==> src/rtl/wdt_pkg.sv <==
package wdt_pkg;

    localparam int CNT_W   = 8;
    localparam int DIV_W   = 17;
    localparam int SHIFT_W = 5;
    localparam int ADDR_W  = 2;

    localparam logic [ADDR_W-1:0] A_CTRL = 2'd0;
    localparam logic [ADDR_W-1:0] A_CNT  = 2'd1;
    localparam logic [ADDR_W-1:0] A_AUX  = 2'd2;

    typedef enum logic [1:0] {
        ST_HALT = 2'd0,
        ST_RUN  = 2'd1,
        ST_FIRE = 2'd2
    } wdt_state_e;

    typedef enum logic {
        FIRE_RST = 1'b0,
        FIRE_NMI = 1'b1
    } fire_kind_e;

    typedef struct packed {
        logic       flag;
        logic       wd_mode;
        logic       en;
        logic       pss;
        logic       rst_en;
        logic [2:0] clk_sel;
    } ctrl_t;

    function automatic logic [SHIFT_W-1:0] tap_shift(input logic src, input logic [2:0] sel);
        logic [SHIFT_W-1:0] k;
        unique case ({src, sel})
            4'b0_000: k = 5'd1;
            4'b0_001: k = 5'd6;
            4'b0_010: k = 5'd7;
            4'b0_011: k = 5'd9;
            4'b0_100: k = 5'd11;
            4'b0_101: k = 5'd13;
            4'b0_110: k = 5'd15;
            4'b0_111: k = 5'd17;
            4'b1_000: k = 5'd3;
            4'b1_001: k = 5'd4;
            4'b1_010: k = 5'd5;
            4'b1_011: k = 5'd8;
            4'b1_100: k = 5'd10;
            4'b1_101: k = 5'd12;
            4'b1_110: k = 5'd14;
            default:  k = 5'd16;
        endcase
        return k;
    endfunction

endpackage

==> src/rtl/wdt_prescaler.sv <==
module wdt_prescaler
    import wdt_pkg::*;
(
    input  logic       clk,
    input  logic       rst_n,
    input  logic       run,
    input  logic       src,
    input  logic [2:0] clk_sel,
    output logic       tick
);

    logic [DIV_W-1:0]   div_q;
    logic [DIV_W-1:0]   mask;
    logic [SHIFT_W-1:0] k;

    always_ff @(posedge clk or negedge rst_n) begin
        if (!rst_n) begin
            div_q <= '0;
        end else if (!run) begin
            div_q <= '0;
        end else begin
            div_q <= div_q + DIV_W'(1);
        end
    end

    always_comb begin
        k    = tap_shift(src, clk_sel);
        mask = ~({DIV_W{1'b1}} << k);
        tick = run && ((div_q & mask) == mask);
    end

endmodule

==> src/rtl/wdt_counter.sv <==
module wdt_counter
    import wdt_pkg::*;
(
    input  logic             clk,
    input  logic             rst_n,
    input  logic             run,
    input  logic             tick,
    input  logic             load,
    input  logic [CNT_W-1:0] load_val,
    output logic [CNT_W-1:0] cnt,
    output logic             ovf
);

    always_ff @(posedge clk or negedge rst_n) begin
        if (!rst_n) begin
            cnt <= '0;
        end else if (!run) begin
            cnt <= '0;
        end else if (load) begin
            cnt <= load_val;
        end else if (tick) begin
            cnt <= cnt + CNT_W'(1);
        end
    end

    assign ovf = run && tick && !load && (cnt == {CNT_W{1'b1}});

endmodule

==> src/rtl/wdt_regs.sv <==
module wdt_regs
    import wdt_pkg::*;
#(
    parameter bit ALT = 1'b1
) (
    input  logic       clk,
    input  logic       rst_n,
    input  logic       wr_ctrl,
    input  logic       rd_ctrl,
    input  logic       wr_aux,
    input  logic [7:0] wdata,
    input  logic       ovf,
    output ctrl_t      ctrl,
    output logic       src_eff,
    output logic       nmi_sel
);

    ctrl_t ctrl_q;
    logic  seen_q;
    logic  nmi_q;

    always_ff @(posedge clk or negedge rst_n) begin
        if (!rst_n) begin
            ctrl_q <= '0;
            seen_q <= 1'b0;
            nmi_q  <= 1'b0;
        end else begin
            if (wr_ctrl) begin
                ctrl_q.wd_mode <= wdata[6];
                ctrl_q.en      <= wdata[5];
                ctrl_q.pss     <= wdata[4];
                ctrl_q.rst_en  <= wdata[3];
                ctrl_q.clk_sel <= wdata[2:0];
                seen_q         <= 1'b0;
                if (seen_q && !wdata[7]) begin
                    ctrl_q.flag <= 1'b0;
                end
            end else if (rd_ctrl && ctrl_q.flag) begin
                seen_q <= 1'b1;
            end
            if (ovf) begin
                ctrl_q.flag <= 1'b1;
            end
            if (wr_aux) begin
                nmi_q <= wdata[0];
            end
        end
    end

    generate
        if (ALT) begin : g_alt
            always_comb begin
                ctrl    = ctrl_q;
                src_eff = ctrl_q.pss;
                nmi_sel = nmi_q;
            end
        end else begin : g_base
            always_comb begin
                ctrl     = ctrl_q;
                ctrl.pss = 1'b1;
                src_eff  = 1'b0 & ctrl_q.pss;
                nmi_sel  = 1'b0 & nmi_q;
            end
        end
    endgenerate

endmodule

==> src/rtl/wdt_fsm.sv <==
module wdt_fsm
    import wdt_pkg::*;
(
    input  logic clk,
    input  logic rst_n,
    input  logic en,
    input  logic ovf,
    input  logic wd_mode,
    input  logic rst_en,
    input  logic nmi_sel,
    output logic rst_req,
    output logic nmi_req
);

    wdt_state_e state_q, state_d;
    fire_kind_e kind_q, kind_d;
    logic       fire_ok;

    assign fire_ok = wd_mode && (nmi_sel || rst_en);

    always_ff @(posedge clk or negedge rst_n) begin
        if (!rst_n) begin
            state_q <= ST_HALT;
            kind_q  <= FIRE_RST;
        end else begin
            state_q <= state_d;
            kind_q  <= kind_d;
        end
    end

    always_comb begin
        state_d = state_q;
        kind_d  = kind_q;
        unique case (state_q)
            ST_HALT: begin
                if (en) state_d = ST_RUN;
            end
            ST_RUN: begin
                if (!en) begin
                    state_d = ST_HALT;
                end else if (ovf && fire_ok) begin
                    state_d = ST_FIRE;
                    kind_d  = nmi_sel ? FIRE_NMI : FIRE_RST;
                end
            end
            ST_FIRE: begin
                state_d = en ? ST_RUN : ST_HALT;
            end
            default: state_d = ST_HALT;
        endcase
    end

    always_comb begin
        rst_req = (state_q == ST_FIRE) && (kind_q == FIRE_RST);
        nmi_req = (state_q == ST_FIRE) && (kind_q == FIRE_NMI);
    end

endmodule

==> src/rtl/wdt_timer.sv <==
module wdt_timer
    import wdt_pkg::*;
#(
    parameter bit ALT = 1'b1
) (
    input  logic              clk,
    input  logic              rst_n,
    input  logic [ADDR_W-1:0] bus_addr,
    input  logic              bus_wr,
    input  logic              bus_rd,
    input  logic [7:0]        bus_wdata,
    output logic [7:0]        bus_rdata,
    output logic              irq_interval,
    output logic              rst_req,
    output logic              nmi_req
);

    ctrl_t            ctrl_q;
    logic             src_eff;
    logic             nmi_sel;
    logic             tick;
    logic             ovf;
    logic             load;
    logic [CNT_W-1:0] cnt_q;
    logic             wr_ctrl, rd_ctrl, wr_aux;

    assign wr_ctrl = bus_wr && (bus_addr == A_CTRL);
    assign rd_ctrl = bus_rd && (bus_addr == A_CTRL);
    assign wr_aux  = bus_wr && (bus_addr == A_AUX);
    assign load    = bus_wr && (bus_addr == A_CNT) && ctrl_q.en;

    wdt_regs #(.ALT(ALT)) u_regs (
        .clk     (clk),
        .rst_n   (rst_n),
        .wr_ctrl (wr_ctrl),
        .rd_ctrl (rd_ctrl),
        .wr_aux  (wr_aux),
        .wdata   (bus_wdata),
        .ovf     (ovf),
        .ctrl    (ctrl_q),
        .src_eff (src_eff),
        .nmi_sel (nmi_sel)
    );

    wdt_prescaler u_prescaler (
        .clk     (clk),
        .rst_n   (rst_n),
        .run     (ctrl_q.en),
        .src     (src_eff),
        .clk_sel (ctrl_q.clk_sel),
        .tick    (tick)
    );

    wdt_counter u_counter (
        .clk      (clk),
        .rst_n    (rst_n),
        .run      (ctrl_q.en),
        .tick     (tick),
        .load     (load),
        .load_val (bus_wdata[CNT_W-1:0]),
        .cnt      (cnt_q),
        .ovf      (ovf)
    );

    wdt_fsm u_fsm (
        .clk     (clk),
        .rst_n   (rst_n),
        .en      (ctrl_q.en),
        .ovf     (ovf),
        .wd_mode (ctrl_q.wd_mode),
        .rst_en  (ctrl_q.rst_en),
        .nmi_sel (nmi_sel),
        .rst_req (rst_req),
        .nmi_req (nmi_req)
    );

    always_comb begin
        unique case (bus_addr)
            A_CTRL:  bus_rdata = ctrl_q;
            A_CNT:   bus_rdata = cnt_q;
            A_AUX:   bus_rdata = {7'd0, nmi_sel};
            default: bus_rdata = 8'h00;
        endcase
    end

    assign irq_interval = ctrl_q.flag && !ctrl_q.wd_mode;

endmodule

==> config.mk <==
export PLATFORM = sky130hd
export DESIGN_NAME = wdt_timer
export DESIGN_NICKNAME = d
export VERILOG_FILES = /design/src/rtl/wdt_pkg.sv /design/src/rtl/wdt_prescaler.sv /design/src/rtl/wdt_counter.sv /design/src/rtl/wdt_regs.sv /design/src/rtl/wdt_fsm.sv /design/src/rtl/wdt_timer.sv
export SDC_FILE = /design/constraint.sdc
export NUM_CORES = 1
export LEC_CHECK = 0
export ABC_CLOCK_PERIOD_IN_PS = 2900
export BUFFER_PORTS_ARGS = -buffer_cell sky130_fd_sc_hd__buf_2
export CAP_MARGIN = 20
export CELL_PAD_IN_SITES_DETAIL_PLACEMENT = 1
export CELL_PAD_IN_SITES_GLOBAL_PLACEMENT = 1
export CORE_UTILIZATION = 43
export CTS_BUF_LIST = sky130_fd_sc_hd__clkbuf_4
export DETAILED_ROUTE_END_ITERATION = 10
export HOLD_SLACK_MARGIN = 0.08
export PLACE_DENSITY = 0.9
export SLEW_MARGIN = 20
export SYNTH_ARGS = -nofsm -noshare
export SYNTH_HDL_FRONTEND = slang
export SYNTH_SLANG_ARGS = --single-unit
==> constraint.sdc <==
create_clock -name clk -period 2.9 [get_ports clk]
set_input_delay 0.87 -clock clk [delete_from_list [all_inputs] [get_ports clk]]
set_output_delay 0.87 -clock clk [all_outputs]
set_load 0.005 [all_outputs]
==> qor.yml <==
startpoint_type: "register"
min_period_over_period: 0.948
overflow: 0
post-route-cell-area_um2: 2930
synth_nets: 312
drive_gt1_frac: 0.182
yosysUniqueCellTypes: 60
gp_congestion: 0.935
die_w_um: 80.2
tightest_slew_ns: 0.860
grt_pass1_wl_mm: 12.1
initial_utilization: 0.444
insertion_delay_ns: 0.36
max_freq_ghz: 0.364
syn_area_per_cell_um2: 9.01
syn-instance-count: 292
rows: 28
post_cts_buffers: 0
relSlewSlack: 0.427
fin_tns_setup_ns: 0
syn_to_final_growth_pct: 11.5
worstPathRequired_ns: 3.19
synth_top_family_by_area: "simple AND/OR/NAND/NOR gates"
hold_violations: 0
totalWireLength_mm: 7.54
synth_seq_cells: 38
clk_path_buf_depth: 2
crit_chain: "inv_1 > ha_1 > nor3b_2 > a31oi_1 > or4_4 > a211oi_4 > and3_2 > buf_4 > mux2i_1"
grt_pass1_vias: 2380
cellPowerDensity_nw_per_um2: 527
slowest_delay_ns: 0.57
yosysTopAreaCellShare: 0.361
regArea_um2: 952
grt_max_degree: 39
synth_flop_cell: "dfrtp_1"
slew_violations: 0
synth_xor_area_frac: 0.0499
synth_area_leaders: "dfrtp_1 36%, and2_1 4.3%, mux2i_1 4.2%, nand2_1 3.9%, xnor2_1 3.7%"
vias: 2355
synth-adder-area-share: 0.0285
die_height_um: 80.2
drc: 0
clkTransAtPathRegs_ns: 0.13
yosysSeqAreaShare: 0.361
syn-cell-area_um2: 2630
synthSimpleGateAreaFrac: 0.267
cts_tree: "done"
synthArstFlopShare: 1.00
cp.arrival_ns: 3.04
hold_path.class: "register to register"
core_area_um2: 5920
r2r-start: "u_regs.ctrl[1]"
synth_top_cell_by_area: "dfrtp_1"
clock-sinks: 38
finalSetupViolations: 0
dieArea_um2: 6440
startpoint: "u_regs.ctrl[1]"
ant_nets: 0
wl_per_cell_um: 19.1
n_antenna_cell: 0
rsz0062_at_grt: "no"
io_pins: 25
crit_fanout: 7
place_area_um2: 2850
final_cell_mix: "37 x dfrtp_1, 27 x nand2_1, 24 x buf_2, 19 x o21ai_0"
hpwl_mm: 5.44
fin_crit_ns: 2.75
status: "completed"
synth_enable_flop_cells: 0
fin_skew_ns: 0.0201
cts_htree_levels: 2
synth-compound-area-share: 0.178
crit_type: "register to register"
cpMaxStageDelayCell: "or4_4"
worstSetupEndpointType: "register"
min-delay-start: "u_regs.seen_q"
final_common_cell: "dfrtp_1"
fill_cells: 706
ir_drop_mv: 0.269
multi_input_area_um2: 1580
synth_mux_area_frac: 0.0747
numCtsBuffers: 5
cts_hold_buf: 0
cts-root-buf: "clkbuf_4"
ys_warn_count: 0
cts_resized: 1
static-leakage-power_uw: 0.00132
viasPerCell: 5.98
finalNetCount: 339
drtIter0Drc: 89
dr.pass1.iters: 5
antenna_found_initial: 0
io_buffers: 24
drv_cap: 0
gr-usage-all-layers: 0.250
-- logic make-up after synthesis --
kind of cell | after synthesis
mux | 18
xor+xnor | 15
fa+ha+maj | 6
simple gates | 127
flops | 38
buf+inv | 24
compound gates | 64
-- synth_stat cells (8+ instances only) --
| cell | instances |
|---|---|
| xnor2_1 | 11 |
| o21ai_0 | 19 |
| nand3_1 | 10 |
| clkbuf_1 | 10 |
| nor2_1 | 18 |
| and2_1 | 18 |
| dfrtp_1 | 38 |
| nand4_1 | 9 |
| inv_1 | 9 |
| nor2b_1 | 8 |
| mux2i_1 | 11 |
| nand2_1 | 27 |
-- stage by stage --
step | power, µW | util | cells | hold slack [ns] | worst slack [ns]
2_1_floorplan | 998 | - | 292 | 0.463 | 0.152
3_3_place_gp | 1150 | 0.482 | 387 | 0.483 | 0.142
3_5_place_dp | 1170 | 0.482 | 387 | 0.497 | 0.0159
4_1_cts | 1540 | 0.494 | 394 | 0.523 | 0.0454
5_1_grt | 1620 | 0.495 | 394 | 0.536 | 0.00599
6_report | 1540 | 0.495 | 394 | 0.516 | 0.152
-- critical path, delay by kind of cell (launching register included) --
kind	cells	cell delay, ns
flip-flops	1	0.45
adder cells (fa/ha/maj)	1	0.25
multiplexers	1	0.18
AO/OA/AOI/OAI	2	0.33
buffers and inverters	2	0.29
AND/OR/NAND/NOR	3	1.17
-- where the power goes --
part           total (µW)  switching (µW)  internal [µW]  leakage (µW)
clock network         362             187            174     0.0000387
registers             664            85.1            579      0.000504
logic                 519             301            217      0.000778
total                1540             574            971       0.00132
-- flip-flops by register name, indices dropped and copies added (netlist names) --
register           cells
u_prescaler.div_q     17
u_fsm.kind_q           1
u_regs.ctrl            7
u_regs.src_eff         1
u_regs.seen_q          1
u_counter.cnt          8
u_regs.nmi_sel         1
u_fsm.state_q          2
-- worst paths after layout --
| kind | end | slack [ns] | cells past startpoint |
|---|---|---|---|
| min in group asynchronous | u_regs.ctrl[2] | 0.60 | 1 |
| max in group asynchronous | u_regs.ctrl[0] | 1.72 | 1 |
| hold reg to reg | u_regs.seen_q | 0.52 | 2 |
| hold / removal | u_regs.seen_q | 0.52 | 2 |
| setup / recovery | u_counter.cnt[2] | 0.15 | 9 |
| setup reg to reg | u_counter.cnt[2] | 0.15 | 9 |
-- layout make-up --
class	instances	share of cell area
sequential	38	0.325
multi-input combinational	230	0.538
tap	75	0.0320
inverter	9	0.0115
clock inverter	2	0.0115
clock buffer	5	0.0128
timing repair buffer	35	0.0691
-- layer usage --
metal  wire length (µm)  GRT usage  vias to the layer above
met5                  0          0                        -
met4                175     0.0982                        0
met3                258     0.0409                       17
met1               3330      0.322                     1180
met2               3780      0.418                       56
li1                   -          -                     1102
Note: power is estimated with default switching activity, not from simulation.
